===== src/rtl/pci_wr64_pkg.sv =====
package pci_wr64_pkg;

  typedef enum logic [1:0] {
    S_IDLE = 2'd0,
    S_ADDR = 2'd1,
    S_DATA = 2'd2,
    S_END  = 2'd3
  } wr_state_e;

  localparam logic [2:0] RES_OK     = 3'd0;
  localparam logic [2:0] RES_DISC   = 3'd1;
  localparam logic [2:0] RES_MABORT = 3'd2;
  localparam logic [2:0] RES_TABORT = 3'd3;
  localparam logic [2:0] RES_REFUSE = 3'd4;

  localparam logic [3:0] CMD_MEM_WRITE = 4'b0111;

endpackage


===== src/rtl/pci_wr64_claim_timer.sv =====
// Tracks whether the target has claimed the cycle, and raises the
// master-abort deadline when no claim arrives in time.
module pci_wr64_claim_timer #(
  parameter int TMO = 5
) (
  input  logic clk,
  input  logic rst_n,
  input  logic start_i,    // address cycle
  input  logic active_i,   // data state
  input  logic devseln_i,
  output logic claimed_o,
  output logic timeout_o
);
  localparam int TW = $clog2(TMO + 1);

  logic [TW-1:0] cnt_q;
  logic          claimed_q;

  always_ff @(posedge clk or negedge rst_n) begin
    if (!rst_n) begin
      cnt_q     <= '0;
      claimed_q <= 1'b0;
    end else if (start_i) begin
      cnt_q     <= TW'(1);
      claimed_q <= 1'b0;
    end else if (active_i) begin
      if (cnt_q != TW'(TMO)) cnt_q <= cnt_q + TW'(1);
      if (!devseln_i) claimed_q <= 1'b1;
    end
  end

  assign claimed_o = claimed_q;
  assign timeout_o = active_i & devseln_i & ~claimed_q & (cnt_q == TW'(TMO));

  // a missed claim deadline always leaves the data state
  p_mabort_deadline_r9: assert property (@(posedge clk) disable iff (!rst_n)
    (active_i && timeout_o) |=> !active_i);

endmodule


===== src/rtl/pci_wr64_phase_ctr.sv =====
// Remaining and completed data-phase bookkeeping for one burst.
module pci_wr64_phase_ctr #(
  parameter int CNT_W = 8
) (
  input  logic             clk,
  input  logic             rst_n,
  input  logic             load_i,
  input  logic [CNT_W-1:0] count_i,
  input  logic             dec_i,
  output logic             rem_one_o,
  output logic [CNT_W-1:0] rem_after_o,
  output logic [CNT_W-1:0] done_cnt_o
);
  logic [CNT_W-1:0] total_q, rem_q;

  always_ff @(posedge clk or negedge rst_n) begin
    if (!rst_n) begin
      total_q <= '0;
      rem_q   <= '0;
    end else if (load_i) begin
      total_q <= count_i;
      rem_q   <= count_i;
    end else if (dec_i) begin
      rem_q   <= rem_q - CNT_W'(1);
    end
  end

  assign rem_one_o   = (rem_q == CNT_W'(1));
  assign rem_after_o = rem_q - CNT_W'(dec_i);
  assign done_cnt_o  = total_q - rem_after_o;

  // no phase completes once the burst's count is used up
  p_rem_no_underflow_r8: assert property (@(posedge clk) disable iff (!rst_n)
    dec_i |-> (rem_q != '0));

endmodule


===== src/rtl/pci_wr64_bus_mux.sv =====
// Selects address or data onto AD and C/BE and detects phase completion.
module pci_wr64_bus_mux
  import pci_wr64_pkg::*;
#(
  parameter int ADDR_W = 32,
  parameter int BUS_W  = 64
) (
  input  logic               addr_phase_i,
  input  logic               data_phase_i,
  input  logic               beat_i,
  input  logic               irdyn_q_i,
  input  logic               trdyn_i,
  input  logic [ADDR_W-1:0]  addr_i,
  input  logic [BUS_W-1:0]   wr_data_i,
  input  logic [BUS_W/8-1:0] wr_be_i,
  output logic [BUS_W-1:0]   ad_o,
  output logic [BUS_W/8-1:0] cbe_o,
  output logic               complete_o
);
  localparam int BE_W = BUS_W / 8;

  always_comb begin
    ad_o  = '0;
    cbe_o = '0;
    if (addr_phase_i) begin
      ad_o  = BUS_W'(addr_i);
      cbe_o = BE_W'(CMD_MEM_WRITE);
    end else if (data_phase_i) begin
      ad_o  = wr_data_i;
      cbe_o = ~wr_be_i;
    end
  end

  assign complete_o = beat_i & ~irdyn_q_i & ~trdyn_i;

endmodule


===== src/rtl/pci_wr64_master.sv =====
module pci_wr64_master
  import pci_wr64_pkg::*;
#(
  parameter int ADDR_W     = 32,
  parameter int CNT_W      = 8,
  parameter int BUS_W      = 64,
  parameter int DEVSEL_TMO = 5
) (
  input  logic               clk,
  input  logic               rst_n,
  input  logic               mode_assume64,
  input  logic               cmd_valid,
  output logic               cmd_ready,
  input  logic [ADDR_W-1:0]  cmd_addr,
  input  logic [CNT_W-1:0]   cmd_count,
  input  logic               wr_valid,
  output logic               wr_ready,
  input  logic [BUS_W-1:0]   wr_data,
  input  logic [BUS_W/8-1:0] wr_be,
  output logic               done_valid,
  output logic [2:0]         done_status,
  output logic [CNT_W-1:0]   done_count,
  output logic               framen_o,
  output logic               req64n_o,
  output logic               irdyn_o,
  output logic [BUS_W-1:0]   ad_o,
  output logic [BUS_W/8-1:0] cbe_o,
  input  logic               devseln_i,
  input  logic               ack64n_i,
  input  logic               trdyn_i,
  input  logic               stopn_i
);
  wr_state_e        st_q, st_d;
  logic             frame_q, frame_d, req64_q, irdy_q, irdy_d;
  logic             done_q, done_d;
  logic [2:0]       stat_q, stat_d, endst_q, endst_d;
  logic [CNT_W-1:0] dcnt_q, dcnt_d;
  logic [ADDR_W-1:0] addr_q;

  logic             accept, refuse, load;
  logic             claimed, timeout, complete, may_irdy;
  logic             rem_one;
  logic [CNT_W-1:0] rem_after, done_cnt;

  assign cmd_ready = (st_q == S_IDLE);
  assign accept    = cmd_valid & cmd_ready;
  assign refuse    = accept & ((cmd_count == '0) |
                     (!mode_assume64 && cmd_count == CNT_W'(1)));
  assign load      = accept & ~refuse;
  assign may_irdy  = mode_assume64 | ~devseln_i | claimed;

  pci_wr64_claim_timer #(.TMO(DEVSEL_TMO)) u_claim (
    .clk       (clk),
    .rst_n     (rst_n),
    .start_i   (st_q == S_ADDR),
    .active_i  (st_q == S_DATA),
    .devseln_i (devseln_i),
    .claimed_o (claimed),
    .timeout_o (timeout)
  );

  pci_wr64_phase_ctr #(.CNT_W(CNT_W)) u_phase (
    .clk         (clk),
    .rst_n       (rst_n),
    .load_i      (load),
    .count_i     (cmd_count),
    .dec_i       (complete),
    .rem_one_o   (rem_one),
    .rem_after_o (rem_after),
    .done_cnt_o  (done_cnt)
  );

  pci_wr64_bus_mux #(.ADDR_W(ADDR_W), .BUS_W(BUS_W)) u_mux (
    .addr_phase_i (st_q == S_ADDR),
    .data_phase_i ((st_q == S_DATA) || (st_q == S_END)),
    .beat_i       (st_q == S_DATA),
    .irdyn_q_i    (irdy_q),
    .trdyn_i      (trdyn_i),
    .addr_i       (addr_q),
    .wr_data_i    (wr_data),
    .wr_be_i      (wr_be),
    .ad_o         (ad_o),
    .cbe_o        (cbe_o),
    .complete_o   (complete)
  );

  always_comb begin
    st_d    = st_q;
    frame_d = frame_q;
    irdy_d  = irdy_q;
    done_d  = 1'b0;
    stat_d  = stat_q;
    dcnt_d  = dcnt_q;
    endst_d = endst_q;
    unique case (st_q)
      S_IDLE: begin
        if (refuse) begin
          done_d = 1'b1;
          stat_d = RES_REFUSE;
          dcnt_d = '0;
        end else if (accept) begin
          st_d    = S_ADDR;
          frame_d = 1'b0;
        end
      end
      S_ADDR: begin
        st_d = S_DATA;
        if (mode_assume64 && wr_valid) begin
          irdy_d = 1'b0;
          if (rem_one) frame_d = 1'b1;
        end
      end
      S_DATA: begin
        if (complete && rem_after == '0) begin
          st_d    = S_IDLE;
          irdy_d  = 1'b1;
          frame_d = 1'b1;
          done_d  = 1'b1;
          stat_d  = RES_OK;
          dcnt_d  = done_cnt;
        end else if (!stopn_i || timeout) begin
          st_d    = S_END;
          frame_d = 1'b1;
          irdy_d  = 1'b0;
          endst_d = !stopn_i ? (devseln_i ? RES_TABORT : RES_DISC) : RES_MABORT;
        end else if (complete) begin
          if (rem_after == CNT_W'(1)) frame_d = 1'b1;
        end else if (irdy_q && may_irdy && wr_valid) begin
          irdy_d = 1'b0;
          if (rem_one) frame_d = 1'b1;
        end
      end
      S_END: begin
        st_d    = S_IDLE;
        irdy_d  = 1'b1;
        frame_d = 1'b1;
        done_d  = 1'b1;
        stat_d  = endst_q;
        dcnt_d  = done_cnt;
      end
      default: st_d = S_IDLE;
    endcase
  end

  always_ff @(posedge clk or negedge rst_n) begin
    if (!rst_n) begin
      st_q    <= S_IDLE;
      frame_q <= 1'b1;
      req64_q <= 1'b1;
      irdy_q  <= 1'b1;
      done_q  <= 1'b0;
      stat_q  <= RES_OK;
      dcnt_q  <= '0;
      endst_q <= RES_OK;
      addr_q  <= '0;
    end else begin
      st_q    <= st_d;
      frame_q <= frame_d;
      req64_q <= frame_d;
      irdy_q  <= irdy_d;
      done_q  <= done_d;
      stat_q  <= stat_d;
      dcnt_q  <= dcnt_d;
      endst_q <= endst_d;
      if (accept) addr_q <= cmd_addr;
    end
  end

  assign framen_o    = frame_q;
  assign req64n_o    = req64_q;
  assign irdyn_o     = irdy_q;
  assign wr_ready    = complete;
  assign done_valid  = done_q;
  assign done_status = stat_q;
  assign done_count  = dcnt_q;

  // in cautious mode irdyn only falls after the target has claimed
  p_irdy_waits_devsel_r3: assert property (@(posedge clk) disable iff (!rst_n)
    (!mode_assume64 && $fell(irdy_q) && st_q != S_END) |-> claimed);

  // frame is released only while initiator-ready is driven
  p_frame_release_r8: assert property (@(posedge clk) disable iff (!rst_n)
    $rose(frame_q) |-> !irdy_q);

  // committed initiator-ready is held through target wait states
  p_irdy_hold_r12: assert property (@(posedge clk) disable iff (!rst_n)
    (st_q == S_DATA && !irdy_q && trdyn_i && stopn_i && !timeout) |=> !irdy_q);

  // cautious mode never reports a successful single-phase burst
  p_no_single_cautious_r5: assert property (@(posedge clk) disable iff (!rst_n)
    (done_q && !mode_assume64 && stat_q == RES_OK) |-> (dcnt_q != CNT_W'(1)));

  // the assumed-64-bit mode relies on every claim carrying ack64n
  p_target_is_64_r4: assert property (@(posedge clk) disable iff (!rst_n)
    (mode_assume64 && !devseln_i) |-> !ack64n_i);

endmodule


===== config.mk =====
export PLATFORM = sky130hd
export DESIGN_NAME = pci_wr64_master
export DESIGN_NICKNAME = d
export VERILOG_FILES = /design/src/rtl/pci_wr64_pkg.sv /design/src/rtl/pci_wr64_claim_timer.sv /design/src/rtl/pci_wr64_phase_ctr.sv /design/src/rtl/pci_wr64_bus_mux.sv /design/src/rtl/pci_wr64_master.sv
export SDC_FILE = /design/constraint.sdc
export NUM_CORES = 1
export LEC_CHECK = 0
export BUFFER_PORTS_ARGS = -buffer_cell sky130_fd_sc_hd__buf_4
export CAP_MARGIN = 20
export CORE_ASPECT_RATIO = 1.75
export CORE_MARGIN = 4
export CORE_UTILIZATION = 40
export DETAILED_ROUTE_END_ITERATION = 8
export PLACE_DENSITY = 0.74
export SKIP_LAST_GASP = 1
export SLEW_MARGIN = 20
export SYNTH_ARGS = -nofsm -noshare
export SYNTH_HDL_FRONTEND = slang
export SYNTH_SLANG_ARGS = --single-unit

===== constraint.sdc =====
create_clock -name clk -period 6.35 [get_ports clk]
set_input_delay 1.27 -clock clk [delete_from_list [all_inputs] [get_ports clk]]
set_output_delay 1.27 -clock clk [all_outputs]
set_load 0.02 [all_outputs]

==> reports/summary.txt <==
==========================================================================================
Switching share of total power                                                      0.4411
End of the worst register-to-register path                                    done_count[2]
Number of pins exceeding their max-slew limit in the final report                        0
Post-Syn Nets                                                                          621
Filler cells                                                                           929
Source of the worst register-to-register timing path                               st_q[0]
Part of the Yosys area used for sequential elements                                 0.4077
Maximum buffer depth of the clock tree                                                   2
Switching power                                                                   1.552 mW
Leading cell type in the layout, fill and taps excluded                              buf_4
First drt pass iteration count                                                           4
Critical path launch point type                                                  flip-flop
Number of register bits inferred by synthesis                                           70
Register-to-register path setup slack                                              1950 ps
Count of max-cap constraint violations                                                   0
Highest net fanout along the worst path                                                 10
Clock network fraction of design power                                               0.159
Worst hold-check path type                                                      reg -> reg
Post-Route Hold Slack                                                             490.5 ps
Via count                                                                            4,144
Origin of the worst setup path                                                     st_q[0]
Largest net degree at the start of global routing                                       74
Mean post-synth cell area                                                      8.946 sq um
Global route hottest layer                                                            met2
Routed WL per cell                                                                16.94 um
Total CTS buffers                                                                        9
Placed Instance Area                                                          0.005924 sq mm
Number of sinks on the clock net                                                        70
Main flop type after synthesis                                                     dfrtp_1
Gpl congestion                                                                      0.8908
Ordered cell list for the critical path                                       inv_1 > ha_1 > inv_1 > or3_1 > clkinv_1 > ha_1 > ha_1 > nor3b_1 > nand3b_1 > mux2_2 > o41ai_4 > nand2_4 > mux2_2
Type of the setup path with the least slack                                     reg -> reg
Top Ports                                                                              210
Aggregate negative setup slack                                                        0 ps
Hold bufs inserted after CTS                                                             0
GR Overflow Total                                                                        0
Worst-case vdd ir drop                                                           0.2977 mV
Count of instances resized after the clock tree is built                                 0
X dimension of the die                                                            86.40 um
Category of the worst setup path capture point                                   flip-flop
Number of antenna violations at the first check in global routing                        0
Cell variety after synth                                                                53
Internal power contribution                                                       1.966 mW
Combinational group share of total power                                             0.606
First-pass GRT wire length                                                       21,290 um
Leading cell types in the layout, fill and taps excluded                      buf_4, nand2_1, dfrtp_1
Length in cells of the worst reg-to-reg path                                            13
Critical Path RT                                                                   6560 ps
Post-detailed-route count of antenna-violating nets                                      0
Antenna diode instance count                                                             0
Worst EP arrival                                                                   4610 ps
Cell count after synthesis                                                             481
Transition time of the tightest slew-check pin                                    950.2 ps
DR vias/cell                                                                         5.122
Met3 usage in global routing                                                       0.04084
Initial DRC count                                                                      121
Clock edge transition at the registers on the reported setup and hold paths          60 ps
Proportion of synthesized flip-flops having asynchronous set or reset                1.000
Critical Path End                                                             done_count[2]
Total Nets Final                                                                       817
Share of the clock period used by the worst path after layout                       0.6937
Final routed wirelength across all metal layers                                  13,710 um
Final clock skew                                                                  3.623 ps
Final instance area                                                           0.006262 sq mm
CTS H-tree depth                                                                         3
Die Y-Extent                                                                      145.2 um
Vias in the first global route                                                       4,321
Status                                                                        complete, no violations
FMAX                                                                             227.0 MHz
Slowest-stage cell, CP                                                             o41ai_4
GR Util met2                                                                        0.3746
Insertion delay to the later sink of the worst-skew pair                            330 ps
Total standard cell area after synthesis                                      0.004303 sq mm
Layout cell share with drive strength beyond 1                                      0.4106
Number of hold-slack violations in the final timing report                               0
Final count of negative-setup-slack endpoints                                            0
Setup fix buffers added after clock tree synthesis                                       0
Effective utilization at floorplan                                                  0.4128
Floorplan row count                                                                     49
Total power per unit cell area                                                561.7 mW/mm^2
Synth-to-layout area growth                                                         45.54%
Full die area                                                                 0.01255 sq mm
Core Footprint                                                                0.01042 sq mm
Crit path time final                                                               4405 ps
Standby leakage power                                                             3.068 nW
Total track usage                                                                   0.2156
Headroom to the max-slew limit                                                      0.3642
Number of DRC violations after detailed routing                                          0
Number of warning messages in the yosys log                                              0
Count of buffers inserted at the top-level ports                                       208
Worst path most repeated cell                                                         ha_1
Number of flops mapped to enable cells by yosys                                          0
Final HPWL from detailed placement                                               10,650 um
Root Driver                                                                      clkbuf_16
Sequential group share of total power                                                0.236
Global routing usage on met1                                                        0.2320
RSZ-0062 raised after global routing                                                 false
TritonCTS clock tree                                                                 built
Delay of the slowest cell on the worst path                                         620 ps
==========================================================================================
[cell families (layout without fill, tap and decap cells)]
family / Yosys count / count (layout) / synth area share
AND/OR/NAND/NOR: 196 / 196 / 0.2099
adder cells (fa/ha/maj): 19 / 19 / 0.05699
AO/OA/AOI/OAI: 87 / 87 / 0.1262
buffers and inverters: 45 / 246 / 0.04449
flip-flops: 70 / 70 / 0.4077
multiplexers: 44 / 44 / 0.1140
XOR/XNOR: 20 / 20 / 0.04071
[worst max-delay path: cells and delay by family, from the launching register on]
kind	cells	cell delay [ps]
adder cells (fa/ha/maj)	3	1040
AND/OR/NAND/NOR	4	930
multiplexers	2	650
AO/OA/AOI/OAI	1	620
buffers and inverters	3	590
flip-flops	1	440
[stage by stage]
step / util / instances / power [mW] / worst slack [ps]
global route: 0.6008 / 809 / 3.772 / 1586
finish: 0.6008 / 809 / 3.518 / 1945
CTS: 0.6006 / 809 / 3.550 / 1955
global placement: 0.5684 / 793 / 2.906 / 1747
floorplan: - / 481 / 2.215 / 2177
detailed placement: 0.5684 / 793 / 2.967 / 1697
[flip-flops by register name, summed over array words and instances (netlist names)]
signal	count
done_status	3
addr_q	32
u_claim.claimed_o	1
u_phase.rem_q	8
irdyn_o	1
st_q	2
endst_q	2
req64n_o	1
u_phase.total_q	8
u_claim.cnt_q	3
done_count	8
done_valid	1
[per-layer routing]
metal	routed length [um]	part of all wire
met1	5060	0.37
met4	755	0.055
met5	0	0
met3	819	0.060
met2	7070	0.52
[power by group through the flow]
stage	logic (mW)	registers [mW]	clock network [mW]
CTS	2.15	0.828	0.569
detailed placement	2.14	0.830	0
finish	2.13	0.829	0.559
global route	2.33	0.855	0.587
floorplan	1.41	0.804	0
global placement	2.09	0.819	0
[final cells by class]
class / instances / area [sq um] / share of cell area
Clock inverter: 3 / 65.06 / 0.01039
Multi-Input combinational cell: 366 / 2362 / 0.3772
Timing Repair Buffer: 210 / 1577 / 0.2517
Inverter: 20 / 75.07 / 0.01199
Sequential cell: 70 / 1754 / 0.2801
Clock buffer: 13 / 270.3 / 0.04316
Tap cell: 127 / 158.9 / 0.02537
[how the worst min path moves through the flow]
| stage | from | endpoint | cells after the start |
|---|---|---|---|
| after detailed placement | u_phase.total_q[2] | u_phase.total_q[2] | 2 |
| after floorplan | u_phase.total_q[2] | u_phase.total_q[2] | 2 |
| after CTS | u_phase.total_q[2] | u_phase.total_q[2] | 2 |
| final | done_count[7] | done_count[7] | 1 |
| after global routing | u_phase.total_q[3] | u_phase.total_q[3] | 2 |
| after global placement | done_count[7] | done_count[7] | 1 |
[cells in the mapped netlist (2+ instances only)]
master / count / area share
clkbuf_1: 15 / 0.013
nand2b_1: 2 / 0.0029
dfrtp_1: 68 / 0.40
inv_1: 19 / 0.017
nand2_1: 106 / 0.092
buf_4: 4 / 0.0070
o21a_1: 3 / 0.0052
dfstp_2: 2 / 0.012
nor2_1: 25 / 0.022
mux2_2: 40 / 0.10
a21boi_0: 2 / 0.0035
xnor2_1: 12 / 0.024
o22ai_1: 2 / 0.0029
o21ai_0: 46 / 0.054
nor4_1: 5 / 0.0073
xor2_1: 8 / 0.016
and2_1: 33 / 0.048
or2_2: 3 / 0.0044
o21bai_1: 2 / 0.0035
nand3_1: 4 / 0.0047
mux2i_1: 4 / 0.0093
o22a_1: 3 / 0.0061
nor3_1: 7 / 0.0081
a21oi_1: 14 / 0.016
nor2b_1: 3 / 0.0044
ha_1: 18 / 0.052
buf_1: 5 / 0.0044
Power figures use the tool's default switching activity.
